<file path="src/rtl/rsm_pkg.sv">
`timescale 1ns/1ps
package rsm_pkg;

    typedef enum logic [2:0] {
        OP_ROTM32,
        OP_KEEP_HI,
        OP_KEEP_LO,
        OP_KEEP_MID,
        OP_SHL,
        OP_SHR,
        OP_SAR
    } rsm_op_e;

    typedef struct packed {
        logic word32;
        logic shr;
        logic arith;
        logic clr_left;
        logic clr_right;
        logic sext;
    } rsm_mode_t;

    function automatic rsm_op_e rsm_decode(input rsm_mode_t m);
        rsm_op_e op;
        if (m.clr_left && m.clr_right)
            op = m.word32 ? OP_ROTM32 : OP_KEEP_MID;
        else if (m.clr_left)
            op = OP_KEEP_HI;
        else if (m.clr_right)
            op = OP_KEEP_LO;
        else if (m.shr)
            op = m.arith ? OP_SAR : OP_SHR;
        else
            op = OP_SHL;
        return op;
    endfunction

endpackage

</file>
<file path="src/rtl/rsm_prep.sv">
`timescale 1ns/1ps
module rsm_prep #(
    parameter int DATA_W = 64
) (
    input  logic [DATA_W-1:0] src_i,
    input  logic              word32_i,
    input  logic              sext_i,
    output logic [DATA_W-1:0] staged_o
);
    localparam int HALF_W = DATA_W / 2;

    always_comb begin
        if (word32_i)
            staged_o = {src_i[HALF_W-1:0], src_i[HALF_W-1:0]};
        else if (sext_i)
            staged_o = {{HALF_W{src_i[HALF_W-1]}}, src_i[HALF_W-1:0]};
        else
            staged_o = src_i;
    end

    always_comb begin
        if (!word32_i && sext_i) begin
            AST_SEXT_UPPER: assert (staged_o[DATA_W-1:HALF_W] == {HALF_W{src_i[HALF_W-1]}});
        end
    end
endmodule

</file>
<file path="src/rtl/rsm_rotl.sv">
`timescale 1ns/1ps
module rsm_rotl #(
    parameter int DATA_W = 64,
    parameter int AMT_W  = $clog2(DATA_W)
) (
    input  logic [DATA_W-1:0] data_i,
    input  logic [AMT_W-1:0]  amt_i,
    output logic [DATA_W-1:0] data_o
);
    logic [DATA_W-1:0] stage [AMT_W+1];

    assign stage[0] = data_i;

    for (genvar g = 0; g < AMT_W; g++) begin : g_stage
        localparam int SH = 1 << g;
        assign stage[g+1] = amt_i[g]
            ? {stage[g][DATA_W-1-SH:0], stage[g][DATA_W-1 -: SH]}
            : stage[g];
    end

    assign data_o = stage[AMT_W];

    always_comb begin
        AST_ROT_ONES_KEPT: assert ($countones(data_o) == $countones(data_i));
    end
endmodule

</file>
<file path="src/rtl/rsm_mask.sv">
`timescale 1ns/1ps
module rsm_mask
    import rsm_pkg::*;
#(
    parameter int DATA_W  = 64,
    parameter int SHAMT_W = 7,
    parameter int IDX_W   = $clog2(DATA_W),
    parameter int FLD_W   = IDX_W - 1
) (
    input  rsm_op_e            op_i,
    input  logic               word32_i,
    input  logic [SHAMT_W-1:0] shamt_i,
    input  logic [FLD_W-1:0]   beg_f_i,
    input  logic [FLD_W-1:0]   end_f_i,
    output logic [DATA_W-1:0]  mask_o
);
    localparam int HALF_W = DATA_W / 2;
    localparam logic [IDX_W-1:0] TOP_IX  = IDX_W'(DATA_W - 1);
    localparam logic [IDX_W-1:0] HALF_IX = IDX_W'(HALF_W);

    logic [IDX_W-1:0] wide_ix;
    logic [IDX_W-1:0] amt;
    logic [IDX_W-1:0] lo;
    logic [IDX_W-1:0] hi;
    logic             en;
    logic             over;

    assign wide_ix = {end_f_i[FLD_W-1], beg_f_i};
    assign amt     = shamt_i[IDX_W-1:0];
    assign over    = word32_i ? (shamt_i >= SHAMT_W'(HALF_W))
                              : (shamt_i >= SHAMT_W'(DATA_W));

    always_comb begin
        lo = '0;
        hi = TOP_IX;
        en = 1'b1;
        unique case (op_i)
            OP_ROTM32: begin
                lo = HALF_IX + IDX_W'(beg_f_i);
                hi = HALF_IX + IDX_W'(end_f_i);
            end
            OP_KEEP_HI: begin
                lo = wide_ix;
                hi = TOP_IX;
            end
            OP_KEEP_LO: begin
                lo = '0;
                hi = wide_ix;
            end
            OP_KEEP_MID: begin
                lo = wide_ix;
                hi = TOP_IX - amt;
            end
            OP_SHL: begin
                lo = word32_i ? HALF_IX : '0;
                hi = TOP_IX - amt;
                en = !over;
            end
            OP_SHR, OP_SAR: begin
                lo = (word32_i ? HALF_IX : '0) + amt;
                hi = TOP_IX;
                en = !over;
            end
            default: begin
                en = 1'b0;
            end
        endcase
    end

    for (genvar gi = 0; gi < DATA_W; gi++) begin : g_bit
        localparam logic [IDX_W-1:0] BE = IDX_W'(gi);
        assign mask_o[DATA_W-1-gi] = en &&
            ((lo <= hi) ? ((BE >= lo) && (BE <= hi))
                        : ((BE >= lo) || (BE <= hi)));
    end

    always_comb begin
        if (op_i == OP_ROTM32 && beg_f_i > end_f_i) begin
            AST_MASK_WRAP_ENDS: assert (mask_o[DATA_W-1] && mask_o[0]);
        end
        if (op_i == OP_KEEP_HI) begin
            AST_MASK_HI_COUNT: assert ($countones(mask_o) == DATA_W - int'(wide_ix));
        end
        if (op_i == OP_KEEP_LO) begin
            AST_MASK_LO_TOP: assert (mask_o[DATA_W-1]);
        end
    end
endmodule

</file>
<file path="src/rtl/rsm_carry.sv">
`timescale 1ns/1ps
module rsm_carry #(
    parameter int DATA_W  = 64,
    parameter int SHAMT_W = 7
) (
    input  logic [DATA_W-1:0]  src_i,
    input  logic               word32_i,
    input  logic [SHAMT_W-1:0] shamt_i,
    input  logic               active_i,
    output logic               sign_o,
    output logic               carry_o
);
    localparam int HALF_W = DATA_W / 2;

    logic [DATA_W-1:0] lost;

    assign sign_o = word32_i ? src_i[HALF_W-1] : src_i[DATA_W-1];

    for (genvar gi = 0; gi < DATA_W; gi++) begin : g_lost
        localparam bit IN_HALF = (gi < HALF_W);
        assign lost[gi] = src_i[gi] && (IN_HALF || !word32_i) &&
                          (SHAMT_W'(gi) < shamt_i);
    end

    assign carry_o = active_i && sign_o && (|lost);

    always_comb begin
        if (shamt_i == '0) begin
            AST_CARRY_NO_SHIFT: assert (!carry_o);
        end
    end
endmodule

</file>
<file path="src/rtl/rsm_unit.sv">
`timescale 1ns/1ps
module rsm_unit
    import rsm_pkg::*;
#(
    parameter int DATA_W  = 64,
    parameter int SHAMT_W = 7,
    parameter int INSN_W  = 32,
    parameter int BEG_LSB = 6,
    parameter int END_LSB = 1
) (
    input  logic [DATA_W-1:0]  src_i,
    input  logic [DATA_W-1:0]  ins_i,
    input  logic [SHAMT_W-1:0] shamt_i,
    input  logic [INSN_W-1:0]  insn_i,
    input  logic               word32_i,
    input  logic               shr_i,
    input  logic               arith_i,
    input  logic               clr_left_i,
    input  logic               clr_right_i,
    input  logic               sext_i,
    output logic [DATA_W-1:0]  result_o,
    output logic               carry_o
);
    localparam int HALF_W = DATA_W / 2;
    localparam int IDX_W  = $clog2(DATA_W);
    localparam int FLD_W  = IDX_W - 1;

    rsm_mode_t         mode;
    rsm_op_e           op;
    logic [FLD_W-1:0]  beg_f;
    logic [FLD_W-1:0]  end_f;
    logic [IDX_W-1:0]  amt_base;
    logic [IDX_W-1:0]  rot_amt;
    logic              go_right;
    logic [DATA_W-1:0] staged;
    logic [DATA_W-1:0] rotated;
    logic [DATA_W-1:0] mask;
    logic [DATA_W-1:0] fill;
    logic              sign;
    logic              unused_insn;

    assign mode = '{word32: word32_i, shr: shr_i, arith: arith_i,
                    clr_left: clr_left_i, clr_right: clr_right_i, sext: sext_i};
    assign op   = rsm_decode(mode);

    assign beg_f = insn_i[BEG_LSB +: FLD_W];
    assign end_f = insn_i[END_LSB +: FLD_W];
    assign unused_insn = ^{insn_i[INSN_W-1:BEG_LSB+FLD_W], insn_i[END_LSB-1:0]};

    assign go_right = (op == OP_SHR) || (op == OP_SAR);
    assign amt_base = word32_i ? {1'b0, shamt_i[FLD_W-1:0]} : shamt_i[IDX_W-1:0];
    assign rot_amt  = go_right ? (IDX_W'(0) - amt_base) : amt_base;

    rsm_prep #(.DATA_W(DATA_W)) u_prep (
        .src_i    (src_i),
        .word32_i (word32_i),
        .sext_i   (sext_i),
        .staged_o (staged)
    );

    rsm_rotl #(.DATA_W(DATA_W), .AMT_W(IDX_W)) u_rotl (
        .data_i (staged),
        .amt_i  (rot_amt),
        .data_o (rotated)
    );

    rsm_mask #(.DATA_W(DATA_W), .SHAMT_W(SHAMT_W), .IDX_W(IDX_W), .FLD_W(FLD_W)) u_mask (
        .op_i     (op),
        .word32_i (word32_i),
        .shamt_i  (shamt_i),
        .beg_f_i  (beg_f),
        .end_f_i  (end_f),
        .mask_o   (mask)
    );

    rsm_carry #(.DATA_W(DATA_W), .SHAMT_W(SHAMT_W)) u_carry (
        .src_i    (src_i),
        .word32_i (word32_i),
        .shamt_i  (shamt_i),
        .active_i (op == OP_SAR),
        .sign_o   (sign),
        .carry_o  (carry_o)
    );

    assign fill     = (op == OP_SAR) ? {DATA_W{sign}} : ins_i;
    assign result_o = (rotated & mask) | (fill & ~mask);

    logic chk_sign;
    logic chk_over;
    assign chk_sign = word32_i ? src_i[HALF_W-1] : src_i[DATA_W-1];
    assign chk_over = word32_i ? (shamt_i >= SHAMT_W'(HALF_W)) : (shamt_i >= SHAMT_W'(DATA_W));

    always_comb begin
        if (!(shr_i && arith_i && !clr_left_i && !clr_right_i)) begin
            AST_CARRY_ONLY_SAR: assert (!carry_o);
        end
        if (carry_o) begin
            AST_CARRY_NEEDS_SIGN: assert (chk_sign);
        end
        if (!clr_left_i && !clr_right_i && !(shr_i && arith_i) && chk_over) begin
            AST_LOGIC_SAT: assert (result_o == ins_i);
        end
        if (!clr_left_i && !clr_right_i && shr_i && arith_i && chk_over) begin
            AST_ARITH_SAT: assert (result_o == {DATA_W{chk_sign}});
        end
        if (!clr_left_i && !clr_right_i && !(shr_i && arith_i) && word32_i &&
            ins_i[DATA_W-1:HALF_W] == '0) begin
            AST_SHIFT32_UPPER: assert (result_o[DATA_W-1:HALF_W] == '0);
        end
        if (!clr_left_i && !clr_right_i && shr_i && arith_i && word32_i) begin
            AST_SAR32_UPPER: assert (result_o[DATA_W-1:HALF_W] == {HALF_W{chk_sign}});
        end
    end
endmodule

</file>
<file path="config.mk">
export PLATFORM = sky130hd
export DESIGN_NAME = rsm_unit
export DESIGN_NICKNAME = d
export VERILOG_FILES = /design/src/rtl/rsm_pkg.sv /design/src/rtl/rsm_prep.sv /design/src/rtl/rsm_rotl.sv /design/src/rtl/rsm_mask.sv /design/src/rtl/rsm_carry.sv /design/src/rtl/rsm_unit.sv
export SDC_FILE = /design/constraint.sdc
export NUM_CORES = 1
export LEC_CHECK = 0
export BUFFER_PORTS_ARGS = -buffer_cell sky130_fd_sc_hd__buf_4
export CAP_MARGIN = 20
export CORE_MARGIN = 5
export CORE_UTILIZATION = 30
export DETAILED_ROUTE_END_ITERATION = 6
export PLACE_DENSITY_LB_ADDON = 0.15
export SETUP_SLACK_MARGIN = 0.4
export SYNTH_ARGS = -nofsm -noshare
export SYNTH_HDL_FRONTEND = slang
export SYNTH_SLANG_ARGS = --single-unit
</file>
<file path="constraint.sdc">
create_clock -name vclk -period 5.6
set_input_delay 0.56 -clock vclk [all_inputs]
set_output_delay 0.56 -clock vclk [all_outputs]
set_load 0.1 [all_outputs]
</file>
# Word-level counts from Yosys, hierarchy flattened
# Index checks and enable logic that the tools add are counted.
# W data, S select, Z words.
# op_classes
addsub,5
magnitude_cmp,195
n_eq_ne,6
mux,87
n_bitwise,4
reduce_logical,301
# ops
operator,n
$mux W64,9
$logic_and A1 B1 Y1,227
$lt A6 B7 Y1 const A,32
$ge A6 B6 Y1 const A,32
$le A6 B6 Y1 const A,32
$and A64 B64 Y64,2
$lt A5 B7 Y1 const A,16
$ge A5 B6 Y1 const A,16
$le A5 B6 Y1 const A,16
$mux W1,66
$logic_or A1 B1 Y1,65
$not A64 Y64,1
$or A64 B64 Y64,1
$reduce_or A64 Y1,1
$lt A4 B7 Y1 const A,8
$ge A4 B6 Y1 const A,8
$le A4 B6 Y1 const A,8
$lt A3 B7 Y1 const A,4
$ge A3 B6 Y1 const A,4
$le A3 B6 Y1 const A,4
$pmux W6 S4,1
$mux W6,3
$pmux W6 S3,1
$lt A1 B7 Y1 const A,2
23 further kinds,39
# word_totals
ff_bits,0
in_bits,173
elab_cells,598

# Depth between registers and ports, before layout
# Gate-level depths: netlist (run 1).
# depth
ltp_word,16
depth_mapped,19
mapped_depth_nobuf,13

# Hierarchy
# Synthesis (run 1) repeated with hierarchy kept, for this count alone.
# hier_totals
cells_unflattened,1166
hier_area_um2,10563.9
# by_module_without_submodules
mod,instances,cells_each,area_per_inst_um2
rsm_rotl,1,234,4609.4
rsm_mask,1,421,2514.9
rsm_unit,1,232,1555.2
rsm_prep,1,141,963.4
rsm_carry,1,138,920.9

# Least setup slack after synthesis (run 1)
# No wires, ideal clock.
# synth_timing
kind,input -> output
startpoint,in word32_i
endpoint,out result_o[37]
t_arrival_ns,6.403
required_time_ns,5.040
slack_ns,-1.363
path_stages,18
path_buffers,6
cell_sequence,clkbuf_1 -> inv_2 -> clkbuf_1 -> ha_1 -> o211a_1 -> inv_2 -> clkbuf_1 -> buf_1 -> ha_1 -> and4_1 -> a32oi_1 -> o21a_1 -> clkbuf_1 -> clkbuf_1 -> o21ai_1 -> o22ai_1 -> a211oi_1 -> a311oi_1
# synth_between
elab_chain_cells,13
word_cells_on_any_way,45
classes_between,add/sub: 2; order compare: 3; eq/ne: 6; mux: 19; bitwise: 4; reduce/logical: 11
# synth_lines
element,line,source
from (decl),rsm_unit.sv:15,"input logic word32_i,"
"parallel branches: the longest is 12 deep, another holds $add A6 B6 Y6",--,
$or A64 B64 Y64 (*),rsm_unit.sv:86,assign result_o = (rotated & mask) | (fill & ~mask);
to (decl),rsm_unit.sv:21,"output logic [DATA_W-1:0] result_o,"
# Mark *: on every way between the ends.

# Worst setup path after layout (run 1)
# layout_timing
startpoint,in shamt_i[0]
endpoint,out result_o[1]
# layout_between
elab_chain_cells,11
word_cells_on_any_way,29
classes_between,add/sub: 3; order compare: 5; mux: 13; bitwise: 4; reduce/logical: 4
# layout_lines
element,line,source
from (decl),rsm_unit.sv:13,"input logic [SHAMT_W-1:0] shamt_i,"
"parallel branches: the longest is 10 deep, another holds $add A6 B6 Y6",--,
$or A64 B64 Y64 (*),rsm_unit.sv:86,
# Marks and branches as above.

==> impl_metrics.toml, run 1 <==
[worst_setup_path]
cp-start-kind = "input port"
path_buf_inv = 3
arrival_ns = 4.53
crit_chain = "buf_4 -> inv_2 -> ha_1 -> nand4bb_1 -> o21ai_4 -> mux4_2 -> and4b_1 -> a311oi_1 -> a22oi_1 -> mux2i_1 -> a31oi_4 -> buf_4"
critical-path-slowest-cell = "a311oi_1"
slowest_delay_ns = 0.66
path_common_cell = "buf_4"
required_ns = 5.04
setup.worst_path.end_class = "output port"
critPathKind = "input port to output port"
crit_fanout = 12
cpLargestDelayFamily = "compound AO/OA/AOI/OAI gates"

[floorplan]
die_x_um = 203
initial_core_util_pct = 30.5
dieArea_um2 = 41300
core_um2 = 36800
rows = 70
ios = 238
die_h_um = 203

[cells_and_area]
insertedDiodeCount = 0
clkbuf_count = 0
drive_above_1_share_pct = 31.9
regArea_um2 = 0
fin_nets = 1889
area_growth_pct = 28.1
design.seq.count = 0

[logic_synthesis]
synth-adder-area-share_pct = 3.13
synth_top_family_by_area = "compound AO/OA/AOI/OAI gates"
yosys-top-cells-count = "mux2i_1, a21oi_1, nor2_1"
seq_area_frac_synth_pct = 0
synth-compound-area-share_pct = 37.4
ys_types = 99
synth_top_cell_area_share_pct = 14.9
synth_nets = 1742
netlist_instances = 1561
ys_warn_count = 0
synthesis.area_um2 = 11200
synth-simple-area-share_pct = 17.1
yosysMostFrequentCell = "mux2i_1"
synth_xor_area_share_pct = 0.525
avgSynthCellArea_um2 = 7.18
muxShareOfSynthArea_pct = 33.9
ys_top_cells_by_area = "mux2i_1, mux4_2, a21oi_1, mux2_2, o21ai_0"
yosys.area.top_type = "mux2i_1"

[power_and_ir_drop]
power_density_nw_per_um2 = 231
swShare_pct = 68.4
ir_drop_v = 0.000112
pwr-share-comb_pct = 100.0
p_int_w = 0.00105
clock_power_share_pct = 0
p_leak_nw = 5.36
power_switching_w = 0.00227
pwr-share-seq_pct = 0

[min_path]
worstHoldPathType = "input port to output port"

[placement]
io_buffers = 216
gpl.final_weighted_congestion = 0.964
pre_cts_slack_ns = 0.433
dp_hpwl_um = 51300

[grt]
grt_pass1_wl_um = 94200
grt_pass1_vias = 13700
antenna_found_initial = 0
grt_max_degree = 65
grt_usage_pct = 29.4
grt_overflow = 0

[timing]
setup_tns_ns = 0
maxSlewViolCount = 0
rsz0062_at_grt = "no"
min_period_ns = 5.09
fmax_ghz = 0.196
setup_viol_count_final = 0
relSlewSlack_pct = 29.3
worstMarginPinSlew_ns = 1.06
hold_viol_final = 0
fin_ws_ns = 0.509
finalCritPeriodShare_pct = 90.9

[drt]
vias_per_cell = 6.71
wirelength_um = 65200
drt-initial-drc-count = 1875
final_antenna_net_count = 0
drc = 0
num_vias = 14600
firstDrtPassIters = 6
wl_per_cell_um = 30.0

[outcome]
status = "completed"

[flow_run]
drv_cap = 0

[clock_network]
cts_hold_buf = 0
layout make-up:
cell class / count / area, um2
fill: 3853 / 22400
multi-input combinational: 1363 / 11200
timing repair buffer: 315 / 2440
tap: 468 / 586
inverter: 28 / 105
power by group through the flow:
stage | combinational [W] | clock [W] | sequential (W)
after floorplan | 0.00233 | 0 | 0
after global placement | 0.00325 | 0 | 0
after detailed placement | 0.00326 | 0 | 0
after CTS | 0.00327 | 0 | 0
after global routing | 0.00344 | 0 | 0
final | 0.00332 | 0 | 0
logic make-up (layout without fill, tap and decap cells):
family                   count (synthesis)  after routing
AND/OR/NAND/NOR                        398            398
adder cells (fa/ha/maj)                 33             33
buffers and inverters                  199            343
XOR/XNOR                                 5              5
AO/OA/AOI/OAI                          631            632
multiplexers                           295            295
worst paths after layout:
check | start | cells after the start | endpoint | slack, ns
setup / recovery | shamt_i[0] | 12 | result_o[1] | 0.51
hold / removal | ins_i[4] | 4 | result_o[4] | 1.63
timing repair:
action | CTS | global route
gates resized for setup | 0 | 5
setup buffers | 0 | 1
endpoints found under the setup margin | 0 | 11
placed cells by master, fill, tap and decap left out, drive strengths merged, types with 6 or more instances in the layout:
master   instances
nand2b          10
a31o             7
a221oi          18
a311oi          17
o2bb2ai         11
a31oi           37
o221ai          16
o21ai          124
nand4            7
a21o             9
a211oi          37
mux4            61
ha               8
nor2b           12
and2             7
nand3           21
o22ai           39
buf            315
nor4            11
maj3            25
mux2i          167
a211o            6
o31ai           18
o211ai          26
o22a            12
nor3            47
nor2           122
or3              8
o21a            15
nand2          116
o32ai           20
a22oi           14
inv             27
a21oi          165
mux2            67
tightest hold or removal path, cell delays in order:
cell	delay, ns
buf_4	0.11
a21oi_1	0.11
o21ai_1	0.07
buf_4	0.23
stage by stage:
| step | power, W | hold slack (ns) | cell area, um2 | util (%) | cells |
|---|---|---|---|---|---|
| 6_report | 0.00332 | 1.63 | 14400 | 39.0 | 2174 |
| 4_1_cts | 0.00327 | 1.65 | 14300 | 38.9 | 2172 |
| 3_5_place_dp | 0.00326 | 1.65 | 14300 | 38.9 | 2172 |
| 5_1_grt | 0.00344 | 1.70 | 14400 | 39.0 | 2174 |
| 2_1_floorplan | 0.00233 | 1.51 | 12000 | - | 1561 |
| 3_3_place_gp | 0.00325 | 1.64 | 14300 | 38.9 | 2172 |
metal layers:
layer / part of all wire (%) / vias up / wire length, um / global-route usage [%]
li1: - / 6488 / - / -
met1: 42 / 7210 / 27300 / 40.1
met2: 47 / 783 / 30900 / 50.1
met3: 8.0 / 114 / 5210 / 3.72
met4: 2.7 / 0 / 1740 / 5.78
met5: 0 / - / 0 / 0
Note: power is estimated with default switching activity, not from simulation.
==> run 2, diff against run 1 <==
==> constraint.sdc (replaced) <==
create_clock -name vclk -period 4.6
set_input_delay 0.69 -clock vclk [all_inputs]
set_output_delay 0.69 -clock vclk [all_outputs]
set_load 0.1 [all_outputs]
==> run 2 against run 1 <==
  * Worst hold slack improved by 0.23 ns
  * Global-route usage rose by 3.0 points
  * Largest power group unchanged
  * Non-clock buffer count rose by 336
  * Critical endpoint is now result_o[36]
  * Wire length is 10% higher
  * Combinational power up 73%
  * First-iteration DRC count is 14% lower
  * Utilization up 17 points
==> impl_metrics.toml, run 2 (synthesized netlist as in run 1, its figures left out) <==
[power_and_ir_drop]
clock_power_share_pct = 0
pwr-share-comb_pct = 100.0
ir_drop_v = 0.000166
p_int_w = 0.00245
total_power_w = 0.00574
p_leak_nw = 8.01
power_density_nw_per_um2 = 277
power_switching_w = 0.00329
pwr-share-seq_pct = 0
swShare_pct = 57.3

[worst_setup_path]
required_ns = 3.91
critical-path-slowest-cell = "a311oi_4"
critPathKind = "input port to output port"
crit_chain = "buf_12 -> or3b_4 -> o211a_4 -> inv_4 -> ha_4 -> and4_1 -> a32oi_2 -> buf_4 -> o21ai_4 -> buf_8 -> o211ai_1 -> a31oi_2 -> a311oi_4 -> buf_4 -> mux2i_4 -> buf_12"
critPathLaunch = "clr_right_i"
cp-start-kind = "input port"
slowest_delay_ns = 0.46
setup.worst_path.end_class = "output port"
arrival_ns = 3.88
crit_fanout = 8

[drt]
drt-initial-drc-count = 1613
firstDrtPassIters = 6
drc = 0
final_antenna_net_count = 0
wl_per_cell_um = 28.6
wirelength_um = 71700
vias_per_cell = 6.40
num_vias = 16100

[cells_and_area]
drive_above_1_share_pct = 57.7
clkbuf_count = 0
insertedDiodeCount = 0
fin_nets = 2224
final_common_cell = "buf_4"
final_util_pct = 56.3
area_growth_pct = 84.9
design_area_um2 = 20700
regArea_um2 = 0
final_cell_mix = "buf_4, a21oi_1, nand2_1, buf_12, nor2_1"
design.seq.count = 0

[timing]
worstMarginPinSlew_ns = 0.781
setup_viol_count_final = 0
maxSlewViolCount = 0
fin_ws_ns = 0.0273
hold_viol_final = 0
fmax_ghz = 0.219
relSlewSlack_pct = 47.9
finalCritPeriodShare_pct = 99.4
min_period_ns = 4.57
setup_tns_ns = 0
rsz0062_at_grt = "yes"

[grt]
grt_pass1_wl_um = 104000
busiest_layer = "met2"
grt_overflow = 0
antenna_found_initial = 1
grt_usage_pct = 32.4
use_met2_pct = 56.2
grt_use_met3_pct = 4.55
met1_usage_pct = 42.7
grt_pass1_vias = 15600
grt_max_degree = 84

[floorplan]
die_x_um = 203
rows = 70
ios = 238
initial_core_util_pct = 30.5
dieArea_um2 = 41300
die_h_um = 203
core_um2 = 36800

[placement]
pre_cts_slack_ns = -0.374
io_buffers = 216
gpl.final_weighted_congestion = 0.973
dp_hpwl_um = 56000
placed_area_um2 = 16800

[clock_network]
cts_hold_buf = 0

[min_path]
min_from = "ins_i[4]"
worstHoldPathType = "input port to output port"

[outcome]
status = "completed"

[flow_run]
drv_cap = 0
run 2: cell types whose count changed in the layout (fill, tap and decap cells not counted), sizes merged:
cell / before / now
bufbuf: 0 / 2
inv: 27 / 28
clkbuf: 0 / 3
o21ai: 124 / 123
clkinv: 1 / 0
buf: 315 / 646
run 2: path summary, 6_finish.rpt:
path	end	depth (start not counted)
setup / recovery	result_o[36]	16
hold / removal	result_o[4]	4
run 2: power by group through the flow:
stage	Combinational [W]	Sequential (W)	Clock, W
3_3_place_gp	0.00450	0	0
2_1_floorplan	0.00299	0	0
4_1_cts	0.00537	0	0
3_5_place_dp	0.00451	0	0
6_report	0.00574	0	0
5_1_grt	0.00593	0	0
run 2: metal layers:
metal | routed length, um | part of all wire, %
met1 | 28800 | 40
met4 | 2570 | 3.6
met3 | 5520 | 7.7
met5 | 27 | 0.038
met2 | 34700 | 48
run 2: critical path: cells and delay by family:
family | cells | cell delay (ns)
muxes | 1 | 0.25
adders and majority gates | 1 | 0.20
and+or+nand+nor | 2 | 0.58
buffers and inverters | 6 | 0.91
AOI/OAI and AO/OA | 6 | 1.24
run 2: final cells by class:
class	instances	area (um2)
fillers	3346	16100
multi-input cells	1362	13400
repair buffers	651	6670
well taps	468	586
inverters	28	123
run 2: timing repair:
action	in CTS	in global routing
gates cloned	8	3
setup buffers	46	37
hold endpoints to repair	0	0
pin swaps	74	80
setup endpoints to repair	65	65
resized for setup	466	170
run 2: through the flow:
stage	cells	hold slack, ns
after global placement	2415	1.95
final	2509	1.87
after CTS	2469	1.87
after floorplan	1561	1.76
after global routing	2509	1.89
after detailed placement	2415	1.96
==> run 3, diff against run 2 <==
--- a/config.mk
+++ b/config.mk
@@ -14,4 +14,5 @@
 export SETUP_SLACK_MARGIN = 0.4
 export SYNTH_ARGS = -nofsm -noshare
 export SYNTH_HDL_FRONTEND = slang
+export SYNTH_HIERARCHICAL = 1
 export SYNTH_SLANG_ARGS = --single-unit
==> run 3 against run 2 <==
  * The flow now finishes with violations (setup timing)
  * Via count shrank 27%
  * Utilization is 11 points lower
  * Synthesized cell count is 25% lower
  * Critical path depth is 5 higher
  * Count of clock-buffer cells in the layout unchanged
  * Wire length fell by 27%
  * Cell area is 24% lower
  * First-iteration DRC count down 23%
  * Die area down 5.5%
  * Area after synthesis shrank 5.7%
  * Combinational power shrank 4.9%
  * Maximum frequency down 4.4%
  * Highest routed layer is now met4
==> impl_metrics.toml, run 3 <==
[timing]
fmax_ghz = 0.209
min_period_ns = 4.78
rsz0062_at_grt = "yes"
setup_viol_count_final = 64
whs_ns = 1.87
relSlewSlack_pct = 38.9
finalCritPeriodShare_pct = 104
maxSlewViolCount = 0
fin_ws_ns = -0.184
hold_viol_final = 0
worstMarginPinSlew_ns = 0.917

[drt]
final_antenna_net_count = 0
wl_per_cell_um = 28.1
drt-initial-drc-count = 1246
firstDrtPassIters = 5
drc = 0
wirelength_um = 52300
num_vias = 11800
vias_per_cell = 6.34

[grt]
grt_pass1_vias = 11500
grt_pass1_wl_um = 76000
antenna_found_initial = 0
busiest_layer = "met2"
grt_max_degree = 65
grt_use_met3_pct = 2.76
met1_usage_pct = 33.6
grt_overflow = 0
use_met2_pct = 43.1
grt_usage_pct = 25.2

[outcome]
violations = "setup timing"
status = "complete, but fails checks"

[worst_setup_path]
slowest_delay_ns = 0.39
arrival_ns = 4.09
crit_chain = "buf_4 -> a31oi_1 -> a21oi_2 -> buf_4 -> clkbuf_16 -> nor4_2 -> a21oi_2 -> o21a_2 -> inv_2 -> ha_4 -> a21oi_2 -> a21boi_2 -> o32a_1 -> buf_12 -> buf_6 -> o311ai_4 -> a21oi_2 -> buf_4 -> buf_6 -> o21ai_4 -> buf_12"
cpLargestDelayFamily = "compound AO/OA/AOI/OAI gates"
required_ns = 3.91
cp.depth = 21
path_common_cell = "a21oi_2"
cp-start-kind = "input port"
critPathKind = "input port to output port"
crit_fanout = 8
path_buf_inv = 9
setup.worst_path.end_class = "output port"
critical-path-slowest-cell = "o32a_1"

[logic_synthesis]
seq_area_frac_synth_pct = 0
synth_nets = 1346
yosys.area.top_type = "mux4_2"
synth_top_cell_area_share_pct = 40.3
netlist_instances = 1166
yosys-top-cells-count = "mux4_2, nand2_1, mux2i_1"
ys_types = 87
synthesis.area_um2 = 10600
ys_warn_count = 6
avgSynthCellArea_um2 = 9.06
yosysMostFrequentCell = "mux4_2"
ys_top_cells_by_area = "mux4_2, mux2i_1, nand2_1, o21ai_1, a21oi_1"

[power_and_ir_drop]
power_density_nw_per_um2 = 344
p_leak_nw = 6.13
ir_drop_v = 0.000404

[placement]
gpl.final_weighted_congestion = 0.964
dp_hpwl_um = 42100
io_buffers = 216
pre_cts_slack_ns = -0.242

[cells_and_area]
insertedDiodeCount = 0
area_growth_pct = 50.0
fin_nets = 1584
design.seq.count = 0
regArea_um2 = 0
clkbuf_count = 0
drive_above_1_share_pct = 61.8
final_common_cell = "buf_4"
final_cell_mix = "buf_4, mux4_2, mux2i_1, buf_12, nand2_1"

[min_path]
worstHoldPathCells = 4
worstHoldPathType = "input port to output port"

[floorplan]
core_um2 = 34600
die_x_um = 198
initial_core_util_pct = 30.5
dieArea_um2 = 39100
rows = 68
die_h_um = 198
ios = 238

[flow_run]
drv_cap = 0

[clock_network]
cts_hold_buf = 0
run 3: worst paths after layout:
path | from | end | slack (ns)
min | ins_i[27] | result_o[27] | 1.87
max | clr_right_i | result_o[59] | -0.18
run 3: logic make-up (layout without fill, tap and decap cells):
family                   Yosys count  after routing  synth area share, %
multiplexers                     291            293                 50.5
AND/OR/NAND/NOR                  302            302                 13.3
XOR/XNOR                           5              5                0.486
AO/OA/AOI/OAI                    355            355                 20.8
buffers and inverters            175            409                 11.1
adder cells (fa/ha/maj)           38             38                 3.80
run 3: report_power, final:
group	internal (W)	switching (W)
Clock	0	0
Combinational	0.00217	0.00328
Sequential	0	0
run 3: metal layers:
layer,part of all wire [%],vias to the layer above,wire length (um)
met1,38,5839,20000
met2,49,739,25400
met4,4.2,0,2220
met5,0,-,0
li1,-,5080,-
met3,8.7,107,4570
run 3: layout make-up:
class | instances | area (um2)
multi-input combinational | 993 | 10900
fill | 3278 | 18800
timing repair buffer | 386 | 4230
inverter | 23 | 109
tap | 455 | 569
run 3: repair_timing:
action	4_1_cts	5_1_grt
setup buffers	9	11
setup endpoints to repair	64	64
endpoints found under the hold margin	0	0
cloned	2	10
resized for setup	207	147
pin swaps	13	26
run 3: metrics by stage:
step / util, % / cell area (um2) / instances / setup TNS [ns] / power [W]
after floorplan: - / 11700 / 1166 / 0 / 0.00335
after global placement: 40.7 / 14100 / 1825 / -8.96 / 0.00461
after detailed placement: 40.7 / 14100 / 1825 / -9.10 / 0.00463
after CTS: 43.2 / 15000 / 1836 / -1.13 / 0.00509
after global routing: 45.8 / 15800 / 1857 / -10.94 / 0.00564
final: 45.8 / 15800 / 1857 / -5.75 / 0.00546
